**config.mk**
```make
export PLATFORM = sky130hd
export DESIGN_NAME = fu_dep_matrix
export DESIGN_NICKNAME = d
export VERILOG_FILES = /design/src/rtl/fudm_pkg.sv /design/src/rtl/fudm_ctrl.sv /design/src/rtl/fudm_row.sv /design/src/rtl/fudm_array.sv /design/src/rtl/fudm_reduce.sv /design/src/rtl/fu_dep_matrix.sv
export SDC_FILE = /design/constraint.sdc
export NUM_CORES = 1
export LEC_CHECK = 0
export BUFFER_PORTS_ARGS = -buffer_cell sky130_fd_sc_hd__buf_2
export CAP_MARGIN = 20
export CORE_MARGIN = 1.5
export CORE_UTILIZATION = 55
export CTS_CLUSTER_DIAMETER = 30
export DETAILED_ROUTE_END_ITERATION = 10
export PLACE_DENSITY = 0.72
export SLEW_MARGIN = 20
export SYNTH_ARGS = -nofsm -noshare
export SYNTH_HDL_FRONTEND = slang
export SYNTH_SLANG_ARGS = --single-unit
```
**constraint.sdc**
```tcl
create_clock -name clk -period 1.8 [get_ports clk]
set_input_delay 0.18 -clock clk [delete_from_list [all_inputs] [get_ports clk]]
set_output_delay 0.18 -clock clk [all_outputs]
set_load 0.02 [all_outputs]
```
**src/rtl/fudm_pkg.sv**
```systemverilog
package fudm_pkg;
  // Per-row command from the control half to the storage half.
  typedef struct packed {
    logic load;   // overwrite the row with the issue vectors
    logic wipe;   // empty the row (unit finished or cancelled)
  } rowCmd_t;
endpackage

```
**src/rtl/fudm_ctrl.sv**
```systemverilog
module fudm_ctrl
  import fudm_pkg::*;
#(
  parameter int NUM_UNITS = 8
) (
  input  logic                 issueValid,
  input  logic [NUM_UNITS-1:0] issueUnit,
  input  logic [NUM_UNITS-1:0] pendWriteVec,
  input  logic [NUM_UNITS-1:0] pendReadVec,
  input  logic [NUM_UNITS-1:0] goClear,
  output rowCmd_t              rowCmd [NUM_UNITS],
  output logic [NUM_UNITS-1:0] loadWr,
  output logic [NUM_UNITS-1:0] loadRd,
  output logic [NUM_UNITS-1:0] colKeep
);
  localparam logic [NUM_UNITS-1:0] ONE = NUM_UNITS'(1);

  logic issueOk;
  logic [NUM_UNITS-1:0] issueRow;

  // Exactly one bit set: nonzero and no second bit.
  assign issueOk  = issueValid && (issueUnit != '0) && ((issueUnit & (issueUnit - ONE)) == '0);
  assign issueRow = issueOk ? issueUnit : '0;

  // The own column and any column being cleared this cycle never enter a new row.
  assign loadWr  = pendWriteVec & ~issueUnit & ~goClear;
  assign loadRd  = pendReadVec  & ~issueUnit & ~goClear;
  assign colKeep = ~goClear;

  for (genvar i = 0; i < NUM_UNITS; i++) begin : g_cmd
    assign rowCmd[i].load = issueRow[i];
    assign rowCmd[i].wipe = goClear[i] & ~issueRow[i];
  end
endmodule

```
**src/rtl/fudm_row.sv**
```systemverilog
module fudm_row
  import fudm_pkg::*;
#(
  parameter int NUM_UNITS = 8
) (
  input  logic                 clk,
  input  logic                 rstN,
  input  rowCmd_t              cmd,
  input  logic [NUM_UNITS-1:0] loadWr,
  input  logic [NUM_UNITS-1:0] loadRd,
  input  logic [NUM_UNITS-1:0] colKeep,
  output logic [NUM_UNITS-1:0] wrRow,
  output logic [NUM_UNITS-1:0] rdRow
);
  always_ff @(posedge clk) begin
    if (!rstN) begin
      wrRow <= '0;
      rdRow <= '0;
    end else if (cmd.load) begin
      wrRow <= loadWr;
      rdRow <= loadRd;
    end else if (cmd.wipe) begin
      wrRow <= '0;
      rdRow <= '0;
    end else begin
      wrRow <= wrRow & colKeep;
      rdRow <= rdRow & colKeep;
    end
  end
endmodule

```
**src/rtl/fudm_array.sv**
```systemverilog
module fudm_array
  import fudm_pkg::*;
#(
  parameter int NUM_UNITS = 8
) (
  input  logic                 clk,
  input  logic                 rstN,
  input  rowCmd_t              rowCmd [NUM_UNITS],
  input  logic [NUM_UNITS-1:0] loadWr,
  input  logic [NUM_UNITS-1:0] loadRd,
  input  logic [NUM_UNITS-1:0] colKeep,
  output logic [NUM_UNITS-1:0] wrMat [NUM_UNITS],
  output logic [NUM_UNITS-1:0] rdMat [NUM_UNITS]
);
  for (genvar r = 0; r < NUM_UNITS; r++) begin : g_row
    fudm_row #(.NUM_UNITS(NUM_UNITS)) u_row (
      .clk    (clk),
      .rstN   (rstN),
      .cmd    (rowCmd[r]),
      .loadWr (loadWr),
      .loadRd (loadRd),
      .colKeep(colKeep),
      .wrRow  (wrMat[r]),
      .rdRow  (rdMat[r])
    );
  end
endmodule

```
**src/rtl/fudm_reduce.sv**
```systemverilog
module fudm_reduce #(
  parameter int NUM_UNITS = 8
) (
  input  logic [NUM_UNITS-1:0] wrMat [NUM_UNITS],
  input  logic [NUM_UNITS-1:0] rdMat [NUM_UNITS],
  output logic [NUM_UNITS-1:0] readable,
  output logic [NUM_UNITS-1:0] writable
);
  for (genvar r = 0; r < NUM_UNITS; r++) begin : g_nor
    assign readable[r] = ~|wrMat[r];
    assign writable[r] = ~|rdMat[r];
  end
endmodule

```
**src/rtl/fu_dep_matrix.sv**
```systemverilog
module fu_dep_matrix
  import fudm_pkg::*;
#(
  parameter int NUM_UNITS = 8
) (
  input  logic                 clk,
  input  logic                 rstN,
  input  logic                 issueValid,
  input  logic [NUM_UNITS-1:0] issueUnit,
  input  logic [NUM_UNITS-1:0] pendWriteVec,
  input  logic [NUM_UNITS-1:0] pendReadVec,
  input  logic [NUM_UNITS-1:0] goClear,
  output logic [NUM_UNITS-1:0] readable,
  output logic [NUM_UNITS-1:0] writable
);
  rowCmd_t              rowCmd [NUM_UNITS];
  logic [NUM_UNITS-1:0] loadWr, loadRd, colKeep;
  logic [NUM_UNITS-1:0] wrMat [NUM_UNITS];
  logic [NUM_UNITS-1:0] rdMat [NUM_UNITS];

  fudm_ctrl #(.NUM_UNITS(NUM_UNITS)) u_ctrl (
    .issueValid  (issueValid),
    .issueUnit   (issueUnit),
    .pendWriteVec(pendWriteVec),
    .pendReadVec (pendReadVec),
    .goClear     (goClear),
    .rowCmd      (rowCmd),
    .loadWr      (loadWr),
    .loadRd      (loadRd),
    .colKeep     (colKeep)
  );

  fudm_array #(.NUM_UNITS(NUM_UNITS)) u_array (
    .clk    (clk),
    .rstN   (rstN),
    .rowCmd (rowCmd),
    .loadWr (loadWr),
    .loadRd (loadRd),
    .colKeep(colKeep),
    .wrMat  (wrMat),
    .rdMat  (rdMat)
  );

  fudm_reduce #(.NUM_UNITS(NUM_UNITS)) u_reduce (
    .wrMat   (wrMat),
    .rdMat   (rdMat),
    .readable(readable),
    .writable(writable)
  );
endmodule

```
==> results.json <==
{
  "status": "finished with violations",
  "violations": "setup timing",
  "setup_viol": 9,
  "cellLeakagePower_nw": 2.79,
  "cts_max_level": 4,
  "grt_max_degree": 45,
  "timing.critical_path.cells": "or4_4 -> nor2_4 -> buf_6",
  "wl_per_cell_um": 19.4,
  "path_class": "flop to primary output",
  "layoutNonFillerInstCount": 789,
  "hpwl_um": 10500,
  "slew_violations": 0,
  "finClkSkew_ps": 0,
  "seqCellArea_um2": 2570,
  "die_h_um": 102,
  "crit_required_ps": 1620,
  "rows": 35,
  "place_area_um2": 5760,
  "critical_path.slowest_cell": "or4_4",
  "multi_input_area_um2": 2820,
  "root_buffer": "clkbuf_8",
  "cpPeakStageDelay_ps": 560,
  "fill_cells": 715,
  "fin_hold_ws_ps": 51.0,
  "clockBufferDepth": 2,
  "cts_setup_buffers": 0,
  "netlist.area_leader.share_pct": 47.9,
  "synth.largest_area_cell": "dfxtp_1",
  "ys_ff_latch": 128,
  "final.min_clock_period_ps": 1830,
  "drc_errors": 0,
  "path_buf_inv": 1,
  "arrival_ps": 1650,
  "syn_to_final_growth_pct": 23.9,
  "finish.net_count": 683,
  "async_flop_share_pct": 0,
  "die_w_um": 102,
  "min_period_over_period_pct": 102,
  "crit_family": "simple AND/OR/NAND/NOR gates",
  "port_buffers": 50,
  "clkLatencyLatePin_ps": 520,
  "critPathCaptureType": "primary output",
  "wirelength_um": 15300,
  "die_area_um2": 10300,
  "cts.sinks": 128,
  "utilization_pct": 71.1,
  "core-area_um2": 9330,
  "vias_per_cell": 5.98,
  "yosysSeqAreaShare_pct": 47.9,
  "cp-start-kind": "flop",
  "syn_area_per_cell_um2": 9.06,
  "hold_viol": 0,
  "vias": 4718,
  "tightest_slew_ps": 459,
  "cts.reportedPaths.clkPinSlew_ps": 60,
  "synth_area_leaders": "dfxtp_1 48%, mux2i_1 7.9%, nand3_1 6.5%",
  "synth_edf_count": 0,
  "hp-class": "input pin to flop",
  "io_pins": 51,
  "layout_setup_ws_ps": -34.5,
  "ir_worst_vdd_mv": 0.609,
  "drv_cap": 0,
  "tns_ps": -99.4,
  "initial_core_util_pct": 57.4,
  "drive_gt1_share_pct": 23.8,
  "crit_fanout": 2,
  "syn-num-nets": 626,
  "grt_setup_unrepaired": "true",
  "cts_made_buffers": 17,
  "grt_first_pass_wirelength_um": 23400,
  "dp_cells": 758,
  "grt_pass1_vias": 4400,
  "antenna_found_initial": 0,
  "synth_common_cells": "128 x dfxtp_1, 74 x nor2_1, 70 x nand3_1, 46 x nand2_1, 42 x mux2i_1",
  "synth_area_um2": 5360,
  "n_antenna_cell": 0,
  "powerDensity_nw_per_um2": 982,
  "relSlewSlack_pct": 69.3,
  "drtIter0Drc": 300,
  "synth.distinct_cells": 38,
  "synth_most_common_cell": "dfxtp_1",
  "final_area_um2": 6640,
  "routabilityCongestion": 0.935,
  "synthCells": 591,
  "ctsHoldBuffers": 0,
  "yosysWarnings": 0,
  "synth_ff_type": "dfxtp_1",
  "max_freq_mhz": 545,
  "drtPass1Iterations": 5,
  "cts_tree": "done",
  "grtUsageTotal_pct": 30.6,
  "overflow": 0,
  "final_antenna_net_count": 0
}
cells by family (layout without fill, tap and decap cells):
family	count (synthesis)	count (layout)	share of synthesized area, %
and+or+nand+nor	308	308	31.0
xor gates and xnor gates	1	1	0.164
DFF	128	128	47.9
buffers and inverters	32	101	3.25
adders and majority gates	1	1	0.187
AOI/OAI and AO/OA	79	79	9.74
muxes	42	42	7.85
worst register-to-register path, delay by kind of cell (launching register included):
family	cells	cell delay, ps
and+or+nand+nor	1	150
AOI/OAI and AO/OA	1	170
DFF	1	320
through the flow:
step	power (W)	worst slack (ps)
3_5_place_dp	0.00318	31.1
5_1_grt	0.00667	-57.9
2_1_floorplan	0.00304	364
6_report	0.00651	-34.5
3_3_place_gp	0.00317	98.7
4_1_cts	0.00653	-36.8
metal layers:
layer	GRT usage, %	part of all wire [%]	routed length (um)	vias up
met1	39.0	42	6450	2259
met4	13.1	2.8	426	0
met3	7.11	6.8	1030	36
met5	0	0	0	-
li1	-	-	-	2224
met2	49.6	48	7370	199
report_power, final:
part	total (W)	internal [W]	leakage, nW	switching, W
sequential	0.00283	0.00283	1.03	0.000000445
combinational	0.000292	0.0000846	1.48	0.000207
clock	0.00339	0.00213	0.274	0.00125
total	0.00651	0.00505	2.79	0.00146
state kept, by name, indices dropped and copies added, names as in the netlist:
name	count
u_array.g_row.u_row.wrRow	64
u_array.g_row.u_row.rdRow	64
cell usage in the layout (no fill, tap or decap), types with 20 or more instances in the layout:
| cell type | count |
|---|---|
| buf_2 | 34 |
| o21ai_0 | 30 |
| dfxtp_1 | 120 |
| nand3_1 | 70 |
| or4_4 | 27 |
| nand2b_1 | 20 |
| and3_1 | 28 |
| buf_4 | 21 |
| mux2i_1 | 42 |
| o21a_1 | 25 |
| nand2_1 | 46 |
| nor2_1 | 60 |
what timing repair did:
item | 4_1_cts | 5_1_grt
pin swaps | 23 | 18
endpoints found under the setup margin | 16 | 16
resized for setup | 66 | 26
path summary, 6_finish.rpt:
| kind | cells past startpoint | slack (ps) | startpoint | to |
|---|---|---|---|---|
| min reg2reg | 2 | 460 | u_array.g_row[2].u_row.wrRow[0] | u_array.g_row[2].u_row.wrRow[0] |
| max | 3 | -30 | u_array.g_row[3].u_row.wrRow[2] | readable[3] |
| max reg2reg | 2 | 1050 | u_array.g_row[4].u_row.wrRow[6] | u_array.g_row[4].u_row.wrRow[6] |
| min | 4 | 50 | pendReadVec[0] | u_array.g_row[5].u_row.rdRow[0] |
final cells by class:
type | count | area share (%)
Clock buffer | 21 | 6.62
Clock inverter | 10 | 2.06
Multi-Input combinational cell | 431 | 42.5
Sequential cell | 128 | 38.8
Tap cell | 129 | 2.43
Timing Repair Buffer | 70 | 7.62
Note: power is estimated with default switching activity, not from simulation.
